[config.mk]
export PLATFORM = sky130hd
export DESIGN_NAME = inorder_interlock
export DESIGN_NICKNAME = d
export VERILOG_FILES = /design/src/rtl/ilk_pkg.sv /design/src/rtl/ilk_scoreboard.sv /design/src/rtl/ilk_exec_pipe.sv /design/src/rtl/ilk_front.sv /design/src/rtl/inorder_interlock.sv
export SDC_FILE = /design/constraint.sdc
export NUM_CORES = 1
export LEC_CHECK = 0
export BUFFER_PORTS_ARGS = -buffer_cell sky130_fd_sc_hd__buf_4
export CAP_MARGIN = 10
export CORE_MARGIN = 5
export CORE_UTILIZATION = 52
export DETAILED_ROUTE_END_ITERATION = 7
export PLACE_DENSITY = 0.74
export SYNTH_ARGS = -nofsm -noshare
export SYNTH_HDL_FRONTEND = slang
export SYNTH_HIERARCHICAL = 1
export SYNTH_SLANG_ARGS = --single-unit
[constraint.sdc]
create_clock -name clk_i -period 2 [get_ports clk_i]
set_input_delay 0.4 -clock clk_i [delete_from_list [all_inputs] [get_ports clk_i]]
set_output_delay 0.4 -clock clk_i [all_outputs]
set_load 0.02 [all_outputs]
[src/rtl/ilk_pkg.sv]
package ilk_pkg;
  typedef enum logic {OP_ADD = 1'b0, OP_MUL = 1'b1} op_e;
endpackage

[src/rtl/ilk_scoreboard.sv]
module ilk_scoreboard #(
  parameter int REG_W = 3,
  localparam int NREG = 1 << REG_W
) (
  input  logic             clk_i,
  input  logic             rst_ni,
  input  logic             set_en_i,
  input  logic [REG_W-1:0] set_idx_i,
  input  logic             clr_en_i,
  input  logic [REG_W-1:0] clr_idx_i,
  output logic [NREG-1:0]  busy_o
);
  logic [NREG-1:0] busy_q;

  for (genvar r = 0; r < NREG; r++) begin : g_bit
    always_ff @(posedge clk_i or negedge rst_ni) begin
      if (!rst_ni) busy_q[r] <= 1'b0;
      else if (set_en_i && set_idx_i == REG_W'(r)) busy_q[r] <= 1'b1;
      else if (clr_en_i && clr_idx_i == REG_W'(r)) busy_q[r] <= 1'b0;
    end
  end

  assign busy_o = busy_q;

  // every writeback retires a write that was pending
  a_r4_clear_pending: assert property (@(posedge clk_i) disable iff (!rst_ni)
    clr_en_i |-> busy_q[clr_idx_i]);
  // no second write is issued to a register already pending
  a_r5_no_double_set: assert property (@(posedge clk_i) disable iff (!rst_ni)
    set_en_i |-> !busy_q[set_idx_i]);
endmodule

[src/rtl/ilk_exec_pipe.sv]
module ilk_exec_pipe
  import ilk_pkg::*;
#(
  parameter int REG_W   = 3,
  parameter int ADD_LAT = 4,
  parameter int MUL_LAT = 6,
  localparam int NSLOT   = MUL_LAT,
  localparam int ADD_ENT = MUL_LAT - ADD_LAT
) (
  input  logic             clk_i,
  input  logic             rst_ni,
  input  logic             issue_i,
  input  op_e              op_i,
  input  logic [REG_W-1:0] rd_i,
  output logic             wb_conflict_o,
  output logic             busy_o,
  output logic             wb_valid_o,
  output logic [REG_W-1:0] wb_rd_o
);
  logic [NSLOT-1:0] slot_v;
  logic [REG_W-1:0] slot_rd [NSLOT];
  logic             wb_v_q;
  logic [REG_W-1:0] wb_rd_q;

  // entry slot index for the incoming op; MUL always enters slot 0
  function automatic int entry_of(op_e op);
    return (op == OP_MUL) ? 0 : ADD_ENT;
  endfunction

  if (ADD_ENT > 0) begin : g_conflict
    // ADD would land in a slot an older op shifts into
    assign wb_conflict_o = (op_i == OP_ADD) && slot_v[ADD_ENT-1];
  end else begin : g_no_conflict
    assign wb_conflict_o = 1'b0;
  end

  for (genvar k = 0; k < NSLOT; k++) begin : g_slot
    logic ins;
    assign ins = issue_i && (entry_of(op_i) == k);
    if (k == 0) begin : g_head
      always_ff @(posedge clk_i or negedge rst_ni) begin
        if (!rst_ni) begin
          slot_v[k]  <= 1'b0;
          slot_rd[k] <= '0;
        end else begin
          slot_v[k]  <= ins;
          slot_rd[k] <= ins ? rd_i : '0;
        end
      end
    end else begin : g_body
      always_ff @(posedge clk_i or negedge rst_ni) begin
        if (!rst_ni) begin
          slot_v[k]  <= 1'b0;
          slot_rd[k] <= '0;
        end else begin
          slot_v[k]  <= slot_v[k-1] | ins;
          slot_rd[k] <= ins ? rd_i : slot_rd[k-1];
        end
      end
    end
  end

  always_ff @(posedge clk_i or negedge rst_ni) begin
    if (!rst_ni) begin
      wb_v_q  <= 1'b0;
      wb_rd_q <= '0;
    end else begin
      wb_v_q  <= slot_v[NSLOT-1];
      wb_rd_q <= slot_rd[NSLOT-1];
    end
  end

  assign busy_o     = |slot_v;
  assign wb_valid_o = wb_v_q;
  assign wb_rd_o    = wb_rd_q;

  // a slot receiving an issued op was empty in its upstream neighbour
  a_r6_no_slot_merge: assert property (@(posedge clk_i) disable iff (!rst_ni)
    (issue_i && op_i == OP_ADD && ADD_ENT > 0) |-> !wb_conflict_o);
  // writeback follows the last execute slot by one cycle
  a_r3_wb_follows: assert property (@(posedge clk_i) disable iff (!rst_ni)
    slot_v[NSLOT-1] |=> wb_v_q);
endmodule

[src/rtl/ilk_front.sv]
module ilk_front
  import ilk_pkg::*;
#(
  parameter int REG_W = 3
) (
  input  logic             clk_i,
  input  logic             rst_ni,
  input  logic             advance_i,
  input  logic             in_valid_i,
  input  op_e              in_op_i,
  input  logic [REG_W-1:0] in_rd_i,
  input  logic [REG_W-1:0] in_rs1_i,
  input  logic [REG_W-1:0] in_rs2_i,
  input  logic             in_last_i,
  output logic             d_valid_o,
  output op_e              d_op_o,
  output logic [REG_W-1:0] d_rd_o,
  output logic [REG_W-1:0] d_rs1_o,
  output logic [REG_W-1:0] d_rs2_o,
  output logic             d_last_o
);
  logic             f_v;
  op_e              f_op;
  logic [REG_W-1:0] f_rd, f_rs1, f_rs2;
  logic             f_last;

  always_ff @(posedge clk_i or negedge rst_ni) begin
    if (!rst_ni) begin
      f_v <= 1'b0; f_op <= OP_ADD; f_rd <= '0; f_rs1 <= '0; f_rs2 <= '0; f_last <= 1'b0;
      d_valid_o <= 1'b0; d_op_o <= OP_ADD; d_rd_o <= '0; d_rs1_o <= '0; d_rs2_o <= '0;
      d_last_o <= 1'b0;
    end else if (advance_i) begin
      f_v    <= in_valid_i;
      f_op   <= in_op_i;
      f_rd   <= in_rd_i;
      f_rs1  <= in_rs1_i;
      f_rs2  <= in_rs2_i;
      f_last <= in_valid_i && in_last_i;
      d_valid_o <= f_v;
      d_op_o    <= f_op;
      d_rd_o    <= f_rd;
      d_rs1_o   <= f_rs1;
      d_rs2_o   <= f_rs2;
      d_last_o  <= f_v && f_last;
    end
  end

  // decode contents hold across a stalled cycle
  a_r11_decode_hold: assert property (@(posedge clk_i) disable iff (!rst_ni)
    (!advance_i && d_valid_o) |=> (d_valid_o && $stable(d_rd_o) && $stable(d_rs1_o)
                                   && $stable(d_rs2_o) && $stable(d_op_o)));
endmodule

[src/rtl/inorder_interlock.sv]
module inorder_interlock
  import ilk_pkg::*;
#(
  parameter int REG_W   = 3,
  parameter int ADD_LAT = 4,
  parameter int MUL_LAT = 6,
  parameter int CNT_W   = 16,
  localparam int NREG   = 1 << REG_W
) (
  input  logic             clk_i,
  input  logic             rst_ni,
  input  logic             in_valid_i,
  input  logic             in_op_i,
  input  logic [REG_W-1:0] in_rd_i,
  input  logic [REG_W-1:0] in_rs1_i,
  input  logic [REG_W-1:0] in_rs2_i,
  input  logic             in_last_i,
  output logic             stall_o,
  output logic             issue_o,
  output logic             done_o,
  output logic [CNT_W-1:0] cycle_cnt_o
);
  logic             d_valid, d_last;
  op_e              d_op;
  logic [REG_W-1:0] d_rd, d_rs1, d_rs2;
  logic [NREG-1:0]  busy;
  logic             wb_conflict, pipe_busy, wb_valid;
  logic [REG_W-1:0] wb_rd;
  logic             hazard, last_issued_q, done_q;
  logic [CNT_W-1:0] cnt_q;

  ilk_front #(.REG_W(REG_W)) u_front (
    .clk_i, .rst_ni,
    .advance_i (!stall_o),
    .in_valid_i,
    .in_op_i   (op_e'(in_op_i)),
    .in_rd_i, .in_rs1_i, .in_rs2_i, .in_last_i,
    .d_valid_o (d_valid),
    .d_op_o    (d_op),
    .d_rd_o    (d_rd),
    .d_rs1_o   (d_rs1),
    .d_rs2_o   (d_rs2),
    .d_last_o  (d_last)
  );

  ilk_scoreboard #(.REG_W(REG_W)) u_sb (
    .clk_i, .rst_ni,
    .set_en_i  (issue_o),
    .set_idx_i (d_rd),
    .clr_en_i  (wb_valid),
    .clr_idx_i (wb_rd),
    .busy_o    (busy)
  );

  ilk_exec_pipe #(.REG_W(REG_W), .ADD_LAT(ADD_LAT), .MUL_LAT(MUL_LAT)) u_exec (
    .clk_i, .rst_ni,
    .issue_i       (issue_o),
    .op_i          (d_op),
    .rd_i          (d_rd),
    .wb_conflict_o (wb_conflict),
    .busy_o        (pipe_busy),
    .wb_valid_o    (wb_valid),
    .wb_rd_o       (wb_rd)
  );

  // read-after-write, write-after-write, writeback collision
  assign hazard  = busy[d_rs1] || busy[d_rs2] || busy[d_rd] || wb_conflict;
  assign issue_o = d_valid && !hazard;
  assign stall_o = d_valid && hazard;

  always_ff @(posedge clk_i or negedge rst_ni) begin
    if (!rst_ni) begin
      last_issued_q <= 1'b0;
      done_q        <= 1'b0;
      cnt_q         <= '0;
    end else begin
      if (issue_o && d_last) last_issued_q <= 1'b1;
      if (last_issued_q && wb_valid && !pipe_busy) done_q <= 1'b1;
      if (!done_q) cnt_q <= cnt_q + 1'b1;
    end
  end

  assign done_o      = done_q;
  assign cycle_cnt_o = cnt_q;

  a_r11_exclusive: assert property (@(posedge clk_i) disable iff (!rst_ni)
    !(stall_o && issue_o));
  a_r8_done_sticky: assert property (@(posedge clk_i) disable iff (!rst_ni)
    done_q |=> done_q);
  a_r9_count_step: assert property (@(posedge clk_i) disable iff (!rst_ni)
    !done_q |=> cnt_q == $past(cnt_q) + 1'b1);
  a_r9_count_freeze: assert property (@(posedge clk_i) disable iff (!rst_ni)
    done_q |=> $stable(cnt_q));
  a_r2_decode_waits: assert property (@(posedge clk_i) disable iff (!rst_ni)
    !d_valid |-> !issue_o);
endmodule

==> out/results.tsv, run 1 <==
stage	metric	value	unit
place	pre-CTS setup slack	-99.33	ps
routing	drt total wl	5472	µm
critical_path	worst path bufs/invs	1	
synthesis	Seq/Total Area, Yosys	60.84	%
critical_path	Crit Path Max Fanout	5	
clock_network	Clk Latency, worst-skew pair	350	ps
clock_network	clk slew on worst S/H paths	70	ps
power	combinational fraction of design power	47.6	%
critical_path	critical path capture point type	output port	
sta	final setup vio count	40	
synthesis	main combinational cell family by area after synthesis	multiplexers	
outcome	status	finished, violations left	
clock_network	CTS tree	done	
critical_path	Setup Crit Path Kind	reg2out	
synthesis	Mean Syn Cell Area	14.99	µm²
floorplan	std cell rows	28	
routing	DR pass1 iterations	4	
synthesis	mux contribution to synthesized area	16.77	%
floorplan	Initial Util	53.87	%
synthesis	ys flop type	dfrtp_1	
grt	first-pass GRT wire length	9370	µm
sta	unrepaired setup endpoints after global routing	yes	
synthesis	synthesized instance count	214	
power	NetSw	2.353	mW
grt	largest net degree at the start of global routing	79	
synthesis	Syn Nets	229	
sta	final period utilization	113.6	%
sta	Slew @ Worst Pin	391.3	ps
grt	M1 GR Usage	20.65	%
routing	drt initial violations	95	
critical_path	RR Startpoint	u_front/d_rs1_o[0]	
critical_path	Crit path max-delay family	flip-flops	
critical_path	reg2reg end	u_front/f_rd[2]	
critical_path	WP data arrival	1870	ps
cells_and_area	Finished Core Util	66.60	%
power	switching part of the total	32.05	%
floorplan	Chip Width	88.55	µm
synthesis	Synth Cell Area	0.003208	mm²
place	Port Buffers	32	
synthesis	Synth Area in XOR/XNOR	4.095	%
synthesis	synth unique cells	39	
routing	routed len/inst	15.82	µm
clock_network	Clock Sinks	78	
sta	crit path time final	2272	ps
grt	vias in the first global route	1961	
power	PwrDens	1851	mW/mm²
routing	Antenna Nets Post-Route	0	
cells_and_area	number of antenna diodes	0	
synthesis	Seq cells post-synth	78	
flow_run	Max-Cap Viols	0	
routing	DRC	0	
routing	vias per inst	5.335	
critical_path	Worst R2R Setup Slack	-220	ps
critical_path	crit-path cells	mux2_4 -> a221oi_4 -> nand4_4 -> and2_4 -> buf_6	
cells_and_area	Synth-to-Final Area Change	23.63	%
synthesis	Post-synth ARST share	100.0	%
outcome	failing checks	setup timing	
clock_network	cts bufs inserted	9	
floorplan	I/O pin count	33	
sta	max frequency	440.1	MHz
floorplan	Die ar.	0.007840	mm²
critical_path	slowest cell on the critical path	dfrtp_2	
grt	number of antenna violations at the first check in global routing	0	
synthesis	Syn. warnings	6	
power	Max rail drop VDD	1.386	mV
floorplan	core area	0.005956	mm²
sta	worst rel slew slack	73.91	%
grt	Total Routing Usage GR	16.34	%
grt	grt met2 use	25.56	%
power	sequential power share	37.9	%
power	clock power share	14.5	%
sta	fin. max-slew vios	0	
critical_path	Startpoint Class	flip-flop	
floorplan	die height	88.55	µm
grt	GRT busiest layer	met2	
power	P_leak	1.901	nW
place	Final HPWL DP	3574	µm
clock_network	Clock Root Buffer	clkbuf_8	
place	gp weighted congestion	0.7447	
synthesis	Simple-Gate Fraction of Synth Area	11.43	%
critical_path	FF-to-FF path depth	7	
synthesis	post-synthesis adder-cell area fraction	0.3900	%
cells_and_area	layout cells sized above 1	41.70	%
sta	final hold vios	0	
clock_network	clk buf depth	2	
synthesis	Post-synth EDFFs	0	
clock_network	htree depth	3	
grt	gr ovfl total	0	
routing	Via Count	1846	
cells_and_area	fin nets	284	
sta	worst setup margin	-272.4	ps
critical_path	CP required	1600	ps
grt	met3 usage	5.121	%
sta	clk_skew	8.558	ps
min_path	Worst Hold Class	in2async	
critical_path	largest stage delay on the critical path	450	ps
synthesis	Compound-Gate Fraction of Synth Area	3.978	%
power	P_int	4.989	mW
metrics by stage:
step           hold WS, ps  setup TNS, ps  total power, mW  instances  cell area (µm²)
2_1_floorplan        104.4         -520.0            4.863        214             3232
3_5_place_dp         334.7          -1918            5.567        327             3608
3_3_place_gp         331.3         -15.15            5.473        327             3608
6_report             57.92          -4682            7.341        346             3966
5_1_grt              84.03          -7861            7.789        346             3966
4_1_cts              69.01          -5711            7.298        345             3926
cell type report:
| cell class | instances | area [µm²] |
|---|---|---|
| Sequential cell | 78 | 1956 |
| Clock buffer | 10 | 127.6 |
| Multi-Input combinational cell | 126 | 1254 |
| Clock inverter | 3 | 40.04 |
| Fill cell | 435 | 1989 |
| Inverter | 5 | 18.77 |
| Tap cell | 75 | 93.84 |
| Timing Repair Buffer | 49 | 476.7 |
state kept, by name (all words and copies together) (netlist names):
register           cells
cycle_cnt_o           16
done_o                 1
last_issued_q          1
u_exec/slot_rd        18
u_exec/slot_v          6
u_exec/wb_rd_o         3
u_exec/wb_valid_o      1
u_front/d_last_o       1
u_front/d_op_o         1
u_front/d_rd_o         3
u_front/d_rs1_o        3
u_front/d_rs2_o        3
u_front/d_valid_o      1
u_front/f_last         1
u_front/f_op           1
u_front/f_rd           3
u_front/f_rs1          3
u_front/f_rs2          3
u_front/f_v            1
u_sb/busy_o            8
logic make-up (layout without fill, tap and decap cells):
logic type      after synthesis  in the layout
buf+inv                      10             67
compound gates               14             14
mux                          40             40
simple gates                 56             56
flops                        78             78
fa+ha+maj                     1              1
xor+xnor                     15             15
placed cells by master, fill, tap and decap left out, types with 3 or more instances in the layout:
master,synthesis,layout
xnor2_1,10,10
dfrtp_2,0,3
buf_4,1,37
a32o_1,4,4
xor2_1,5,5
mux2_2,10,9
nand4b_1,5,5
nor2_1,6,5
nand2_1,10,8
buf_6,3,7
and3_4,0,3
inv_1,5,5
mux2i_1,8,8
dfrtp_1,78,75
nand4bb_1,3,3
nor2b_1,6,5
clkbuf_8,0,9
mux2_4,20,21
a22o_1,3,3
nand3_1,6,6
routing by layer:
metal / vias to the layer above / routed length [µm] / part of all wire [%]
met3: 12 / 305 / 5.6
met2: 42 / 2614 / 48
met4: 0 / 118 / 2.2
met5: - / 0 / 0
met1: 924 / 2433 / 44
li1: 868 / - / -
synthesized netlist by cell type (all sizes together) (2+ instances only):
cell,number,share of area [%]
a22o,3,0.82
a32o,4,1.2
and2,3,0.62
and3,5,1.1
and4,2,0.55
buf,5,1.9
dfrtp,78,61
inv,5,0.59
mux2,30,13
mux2i,8,2.5
mux4,2,1.4
nand2,10,1.2
nand2b,3,0.82
nand3,6,0.94
nand4,2,0.59
nand4b,5,1.4
nand4bb,3,1.1
nor2,6,0.70
nor2b,6,1.2
nor3,2,0.62
o21ai,2,0.31
xnor2,10,2.7
xor2,5,1.4
power by group through the flow:
stage / logic (mW) / clock network [mW] / registers, mW
2_1_floorplan: 2.12 / 0 / 2.74
3_3_place_gp: 2.71 / 0 / 2.77
3_5_place_dp: 2.78 / 0 / 2.79
4_1_cts: 3.42 / 1.10 / 2.78
5_1_grt: 3.74 / 1.16 / 2.89
6_report: 3.50 / 1.06 / 2.78
how the worst max path moves through the flow:
stage,startpoint,endpoint,slack [ps],cells after the start
after floorplan,u_front/d_rd_o[0],u_front/d_rd_o[0],-30,8
after global placement,u_front/d_rs1_o[0],issue_o,-20,5
after detailed placement,u_front/d_rs1_o[0],issue_o,-100,5
after CTS,u_front/d_rs1_o[0],issue_o,-330,5
after global routing,u_front/d_rs1_o[0],issue_o,-350,5
final,u_front/d_rs1_o[0],stall_o,-270,5
worst reg2reg max path: stages, from the launching register on:
cell and delay (ps):
dfrtp_2 450, mux2_4 320, a221oi_4 300, nand4_4 160
buf_4 180, nand2_4 90, bufbuf_16 270, mux2_2 320
timing repair:
action / CTS / global route
hold buffers: 0 / 0
endpoints found under the setup margin: 32 / 42
gates resized for setup: 16 / 9
buffers inserted: 4 / 2
pin swaps: 9 / 2
cloned: 2 / 0
(Power assumes the default switching activity.)
==> inputs of run 2 (changes only) <==
Settings changed: GPL_TIMING_DRIVEN set to 0.
==> run 2 against run 1 <==
Net effect: the run still ends with setup timing left; total power up 4.5%; design area up 0.85%; global-route usage down 0.15 points; clock power up 25%; hold slack better by 150 ps; non-clock buffer count down 1; sequential power up 2%; flip-flop and latch count unchanged; critical path type unchanged; largest power group unchanged.
==> out/results.tsv, run 2 (synthesized netlist as in run 1, its figures left out) <==
stage	metric	value	unit	change
place	placed cells	321		was 327
critical_path	Startpoint Class	flip-flop		unchanged
sta	final period utilization	114.6	%	was 113.6%
routing	Via Count	1852		was 1,846
routing	Antenna Nets Post-Route	0		unchanged
clock_network	cts bufs inserted	9		unchanged
clock_network	Clock Root Buffer	clkbuf_8		unchanged
cells_and_area	post-route insts no fill	348		was 346
critical_path	WP data arrival	1890	ps	was 1870 ps
sta	final setup vio count	33		was 40
cells_and_area	multi-input combinational cell area	0.001240	mm²	was 0.001254 mm²
min_path	Worst Hold Class	in2async		unchanged
floorplan	die height	88.55	µm	unchanged
floorplan	core area	0.005956	mm²	unchanged
sta	unrepaired setup endpoints after global routing	yes		unchanged
flow_run	Max-Cap Viols	0		unchanged
place	Port Buffers	32		unchanged
floorplan	Chip Width	88.55	µm	unchanged
clock_network	htree depth	3		unchanged
critical_path	reg2reg end	u_front/d_rd_o[1]		was u_front/f_rd[2]
clock_network	clk slew on worst S/H paths	80	ps	was 70 ps
grt	largest net degree at the start of global routing	79		unchanged
critical_path	critical path capture point type	output port		unchanged
grt	first-pass GRT wire length	9473	µm	was 9370 µm
sta	clk_skew	9.878	ps	was 8.558 ps
critical_path	Worst R2R Setup Slack	-280	ps	was -220 ps
clock_network	CTS tree	done		unchanged
clock_network	clk buf depth	2		unchanged
critical_path	RR Startpoint	u_front/d_rs1_o[0]		unchanged
clock_network	Clock Sinks	78		unchanged
sta	worst setup margin	-291.2	ps	was -272.4 ps
routing	drt initial violations	72		was 95
cells_and_area	fin nets	283		was 284
power	P_leak	1.914	nW	was 1.901 nW
clock_network	hold_buf cts	0		unchanged
critical_path	Crit Path Max Fanout	5		unchanged
grt	gr ovfl total	0		unchanged
sta	max frequency	436.5	MHz	was 440.1 MHz
cells_and_area	Synth-to-Final Area Change	24.69	%	was 23.63%
cells_and_area	max reg flops	18		unchanged
power	PwrDens	1917	mW/mm²	was 1851 mW/mm²
critical_path	CP required	1600	ps	about the same
grt	number of antenna violations at the first check in global routing	0		unchanged
sta	fin. max-slew vios	0		unchanged
floorplan	Initial Util	53.87	%	unchanged
cells_and_area	most common cell after layout, fill and taps aside	dfrtp_1		unchanged
clock_network	Clk Latency, worst-skew pair	340	ps	was 350 ps
place	Final HPWL DP	3601	µm	was 3574 µm
routing	DR pass1 iterations	4		unchanged
power	Max rail drop VDD	1.328	mV	was 1.386 mV
routing	vias per inst	5.322		was 5.335
cells_and_area	Top reg by flops	u_exec/slot_rd		unchanged
outcome	status	finished, violations left		unchanged
cells_and_area	layout cells sized above 1	42.12	%	was 41.70%
sta	crit path time final	2291	ps	was 2272 ps
sta	worst rel slew slack	37.53	%	was 73.91%
cells_and_area	FF+latch area	0.001957	mm²	was 0.001956 mm²
routing	routed len/inst	15.95	µm	was 15.82 µm
floorplan	Die ar.	0.007840	mm²	unchanged
sta	final hold vios	0		unchanged
floorplan	I/O pin count	33		unchanged
routing	DRC	0		unchanged
critical_path	Setup Crit Path Kind	reg2out		unchanged
outcome	failing checks	setup timing		unchanged
cells_and_area	commonest non-fill, non-tap cells in the layout	74 x dfrtp_1, 38 x buf_4, 21 x mux2_4		was 75 x dfrtp_1, 37 x buf_4, 21 x mux2_4
place	gp weighted congestion	0.7623		was 0.7447
grt	Total Routing Usage GR	16.19	%	was 16.34%
sta	hold slack	208.5	ps	was 57.92 ps
cells_and_area	number of antenna diodes	0		unchanged
cells_and_area	layout filler cell count	431		was 435
floorplan	std cell rows	28		unchanged
sta	Slew @ Worst Pin	937.1	ps	was 391.3 ps
critical_path	Worst Setup EP	stall_o		unchanged
critical_path	Critical Path Start	u_front/d_rs1_o[0]		unchanged
grt	vias in the first global route	1911		was 1,961
critical_path	FF-to-FF path depth	8		was 7
routing	drt total wl	5551	µm	was 5472 µm
==> run 2: worst min-delay path by stage <==
stage	end	cells after the start	start
after global routing	u_front/f_rs1[0]	2	in_rs1_i[0]
after detailed placement	u_exec/slot_rd[12]	0	u_exec/slot_rd[15]
final	u_exec/slot_rd[4]	1	rst_ni
after CTS	u_exec/slot_rd[2]	1	rst_ni
after global placement	u_exec/slot_rd[14]	0	u_exec/slot_rd[17]
after floorplan	cycle_cnt_o[0]	0	rst_ni
==> run 2: worst max-delay path, cell delays in order, from the launching register on <==
cell and delay (ps):
dfrtp_2 450, mux2_4 320, a221oi_4 310, nand4_4 160, and2_4 180, buf_6 120
==> run 2: repair_timing <==
action,4_1_cts,5_1_grt
gates resized for setup,11,10
gates cloned,1,0
buffers inserted,12,3
pin swaps,4,3
endpoints found under the setup margin,34,36
hold endpoints to repair,0,0
==> run 2: power by group <==
group          switching [mW]  internal (mW)
Sequential              0.616           2.22
Clock                   0.548          0.771
Combinational            1.27           2.25
==> run 2: metrics by stage <==
| stage | total power, mW | TNS (ps) | util (%) | instance area [µm²] | worst slack, ps |
|---|---|---|---|---|---|
| floorplan | 4.863 | -520.0 | - | 3232 | -30.59 |
| global placement | 5.456 | -4248 | 59.87 | 3566 | -224.6 |
| detailed placement | 5.552 | -4777 | 59.87 | 3566 | -231.2 |
| CTS | 7.634 | -7108 | 66.79 | 3978 | -348.5 |
| global route | 8.105 | -10800 | 67.16 | 4000 | -405.1 |
| finish | 7.669 | -6851 | 67.16 | 4000 | -291.2 |
==> run 2: final cells by class <==
| class | instances | share of cell area (%) |
|---|---|---|
| clock inverter | 5 | 2.033 |
| multi-input combinational | 126 | 31.00 |
| clock buffer | 11 | 3.785 |
| tap | 75 | 2.346 |
| timing repair buffer | 46 | 10.45 |
| sequential | 78 | 48.92 |
| buffer | 2 | 1.001 |
| inverter | 5 | 0.4692 |
==> run 2: metal layers <==
metal	share of wire, %	track usage, %	wire length (µm)
met2	48	25.49	2671
met1	45	21.58	2504
met3	4.8	3.724	266
met4	1.9	7.143	108
met5	0	0	0
==> inputs of run 3 (changes only) <==
Settings changed: CELL_PAD_IN_SITES_DETAIL_PLACEMENT set to 1, CELL_PAD_IN_SITES_GLOBAL_PLACEMENT set to 2, CORE_UTILIZATION 52 to 37, PLACE_DENSITY 0.74 to 0.73.
==> run 3 against run 2 <==
Net effect: the flow still finishes with violations (setup timing); die area grew 36%; routed wire length grew 9.9%; sequential share of layout area hardly changed; register-to-register slack hardly changed; non-clock buffer count is the same; largest cell class unchanged; sequential power about the same; critical path depth stayed put; maximum frequency decreased by 0.46%; setup slack got worse by 11 ps; critical path type unchanged; hold slack lost 5.4 ps.
==> out/results.tsv, run 3 (synthesized netlist as in run 1, its figures left out) <==
stage	metric	value	unit	change
power	Max rail drop VDD	1.250	mV	was 1.328 mV
sta	hold slack	203.1	ps	was 208.5 ps
clock_network	htree depth	3		unchanged
sta	final hold vios	0		unchanged
cells_and_area	most common cell after layout, fill and taps aside	dfrtp_1		unchanged
cells_and_area	FF+latch area	0.001957	mm²	unchanged
cells_and_area	fin nets	283		unchanged
clock_network	Clock Sinks	78		unchanged
cells_and_area	multi-input combinational cell area	0.001239	mm²	was 0.001240 mm²
sta	worst rel slew slack	34.54	%	was 37.53%
critical_path	Setup Crit Path Kind	reg2out		unchanged
place	gp weighted congestion	0.7279		was 0.7623
critical_path	critical path capture point type	output port		unchanged
floorplan	Die ar.	0.01063	mm²	was 0.007840 mm²
routing	drt total wl	6098	µm	was 5551 µm
flow_run	Max-Cap Viols	0		unchanged
routing	DRC	0		unchanged
sta	Slew @ Worst Pin	981.9	ps	was 937.1 ps
routing	vias per inst	4.869		was 5.322
grt	Total Routing Usage GR	12.85	%	was 16.19%
grt	gr ovfl total	0		unchanged
routing	Antenna Nets Post-Route	0		unchanged
critical_path	reg2reg end	u_front/d_rd_o[2]		was u_front/d_rd_o[1]
clock_network	CTS tree	done		unchanged
place	Final HPWL DP	4070	µm	was 3601 µm
sta	clk_skew	11.30	ps	was 9.878 ps
routing	Via Count	1855		was 1,852
cells_and_area	post-route insts no fill	381		was 348
sta	final setup vio count	29		was 33
clock_network	Clock Root Buffer	clkbuf_8		unchanged
cells_and_area	layout filler cell count	891		was 431
min_path	Worst Hold Class	in2async		unchanged
place	Port Buffers	32		unchanged
outcome	failing checks	setup timing		unchanged
critical_path	RR Startpoint	u_front/d_rs1_o[0]		unchanged
critical_path	WP data arrival	1900	ps	was 1890 ps
sta	worst setup margin	-301.8	ps	was -291.2 ps
grt	first-pass GRT wire length	10290	µm	was 9473 µm
cells_and_area	commonest non-fill, non-tap cells in the layout	74 x dfrtp_1, 38 x buf_4, 21 x mux2_4		unchanged
cells_and_area	Top reg by flops	u_exec/slot_rd		unchanged
place	pre-CTS setup slack	-247.6	ps	was -231.2 ps
clock_network	Clk Latency, worst-skew pair	350	ps	was 340 ps
routing	DR pass1 iterations	3		was 4
clock_network	clk buf depth	2		unchanged
cells_and_area	Synth-to-Final Area Change	24.77	%	was 24.69%
routing	drt initial violations	99		was 72
cells_and_area	layout cells sized above 1	42.49	%	was 42.12%
floorplan	Initial Util	37.33	%	was 53.87%
sta	final period utilization	115.1	%	was 114.6%
floorplan	Chip Width	103.1	µm	was 88.55 µm
grt	vias in the first global route	1996		was 1,911
power	Final Power	7.515	mW	was 7.669 mW
power	PwrDens	1878	mW/mm²	was 1917 mW/mm²
floorplan	std cell rows	34		was 28
critical_path	FF-to-FF path depth	8		unchanged
cells_and_area	number of antenna diodes	0		unchanged
floorplan	core area	0.008593	mm²	was 0.005956 mm²
sta	max frequency	434.4	MHz	was 436.5 MHz
clock_network	cts bufs inserted	9		unchanged
sta	fin. max-slew vios	0		unchanged
routing	routed len/inst	16.01	µm	was 15.95 µm
critical_path	Crit Path Max Fanout	5		unchanged
critical_path	Worst R2R Setup Slack	-280	ps	about the same
place	placed cells	354		was 321
power	P_leak	1.891	nW	was 1.914 nW
grt	number of antenna violations at the first check in global routing	0		unchanged
sta	unrepaired setup endpoints after global routing	yes		unchanged
critical_path	CP required	1600	ps	about the same
grt	largest net degree at the start of global routing	79		unchanged
outcome	status	finished, violations left		unchanged
floorplan	die height	103.1	µm	was 88.55 µm
floorplan	I/O pin count	33		unchanged
clock_network	clk slew on worst S/H paths	80	ps	about the same
sta	crit path time final	2302	ps	was 2291 ps
critical_path	Startpoint Class	flip-flop		unchanged
cells_and_area	max reg flops	18		unchanged
-- run 3: changes by cell type in the layout (fill, tap and decap cells not counted), sizes merged --
| cell | change |
|---|---|
| bufinv | -1 |
| clkbuf | -1 |
| clkinvlp | +1 |
| inv | +1 |
-- run 3: critical path, stage by stage, from the launching register on --
cell      delay [ps]
dfrtp_2          460
mux2_4           330
a221oi_4         290
nand4_4          170
and2_4           180
buf_6            120
-- run 3: power breakdown --
part | internal [mW] | switching, mW | leakage [nW]
logic | 2.24 | 1.27 | 0.806
clock network | 0.585 | 0.588 | 0.0931
registers | 2.22 | 0.615 | 0.992
-- run 3: stage by stage --
| stage | setup TNS, ps | area, µm² | utilization (%) |
|---|---|---|---|
| 5_1_grt | -9357 | 4003 | 46.58 |
| 6_report | -6462 | 4003 | 46.58 |
| 2_1_floorplan | -520.0 | 3232 | - |
| 3_5_place_dp | -4911 | 3607 | 41.98 |
| 4_1_cts | -6565 | 3996 | 46.51 |
| 3_3_place_gp | -4529 | 3607 | 41.98 |
-- run 3: per-layer routing --
| metal | global-route usage (%) | wire length (µm) |
|---|---|---|
| met1 | 17.48 | 2830 |
| met2 | 19.39 | 2922 |
| met3 | 3.857 | 247 |
| met4 | 4.781 | 98 |
| met5 | 0 | 0 |
-- run 3: worst max path at each step --
stage | startpoint | to | slack, ps | cells after the start
5_1_grt | u_front/d_rs1_o[0] | stall_o | -390 | 5
2_1_floorplan | u_front/d_rd_o[0] | u_front/d_rd_o[0] | -30 | 8
4_1_cts | u_front/d_rs1_o[0] | stall_o | -330 | 5
6_report | u_front/d_rs1_o[0] | stall_o | -300 | 5
3_3_place_gp | u_front/d_rs1_o[0] | issue_o | -230 | 5
3_5_place_dp | u_front/d_rs1_o[0] | issue_o | -250 | 5
-- run 3: cell type report --
class | count | share of cell area, %
tap | 108 | 3.376
multi-input combinational | 126 | 30.95
clock buffer | 10 | 3.188
timing repair buffer | 46 | 10.35
sequential | 78 | 48.89
buffer | 2 | 1.000
inverter | 5 | 0.4689
clock inverter | 6 | 1.782
-- run 3: repair_timing --
item	4_1_cts	5_1_grt
gates resized for setup	17	5
pin swaps	7	2
buffers inserted	12	2
endpoints found under the setup margin	34	41
cloned	1	0
hold buffers	0	0
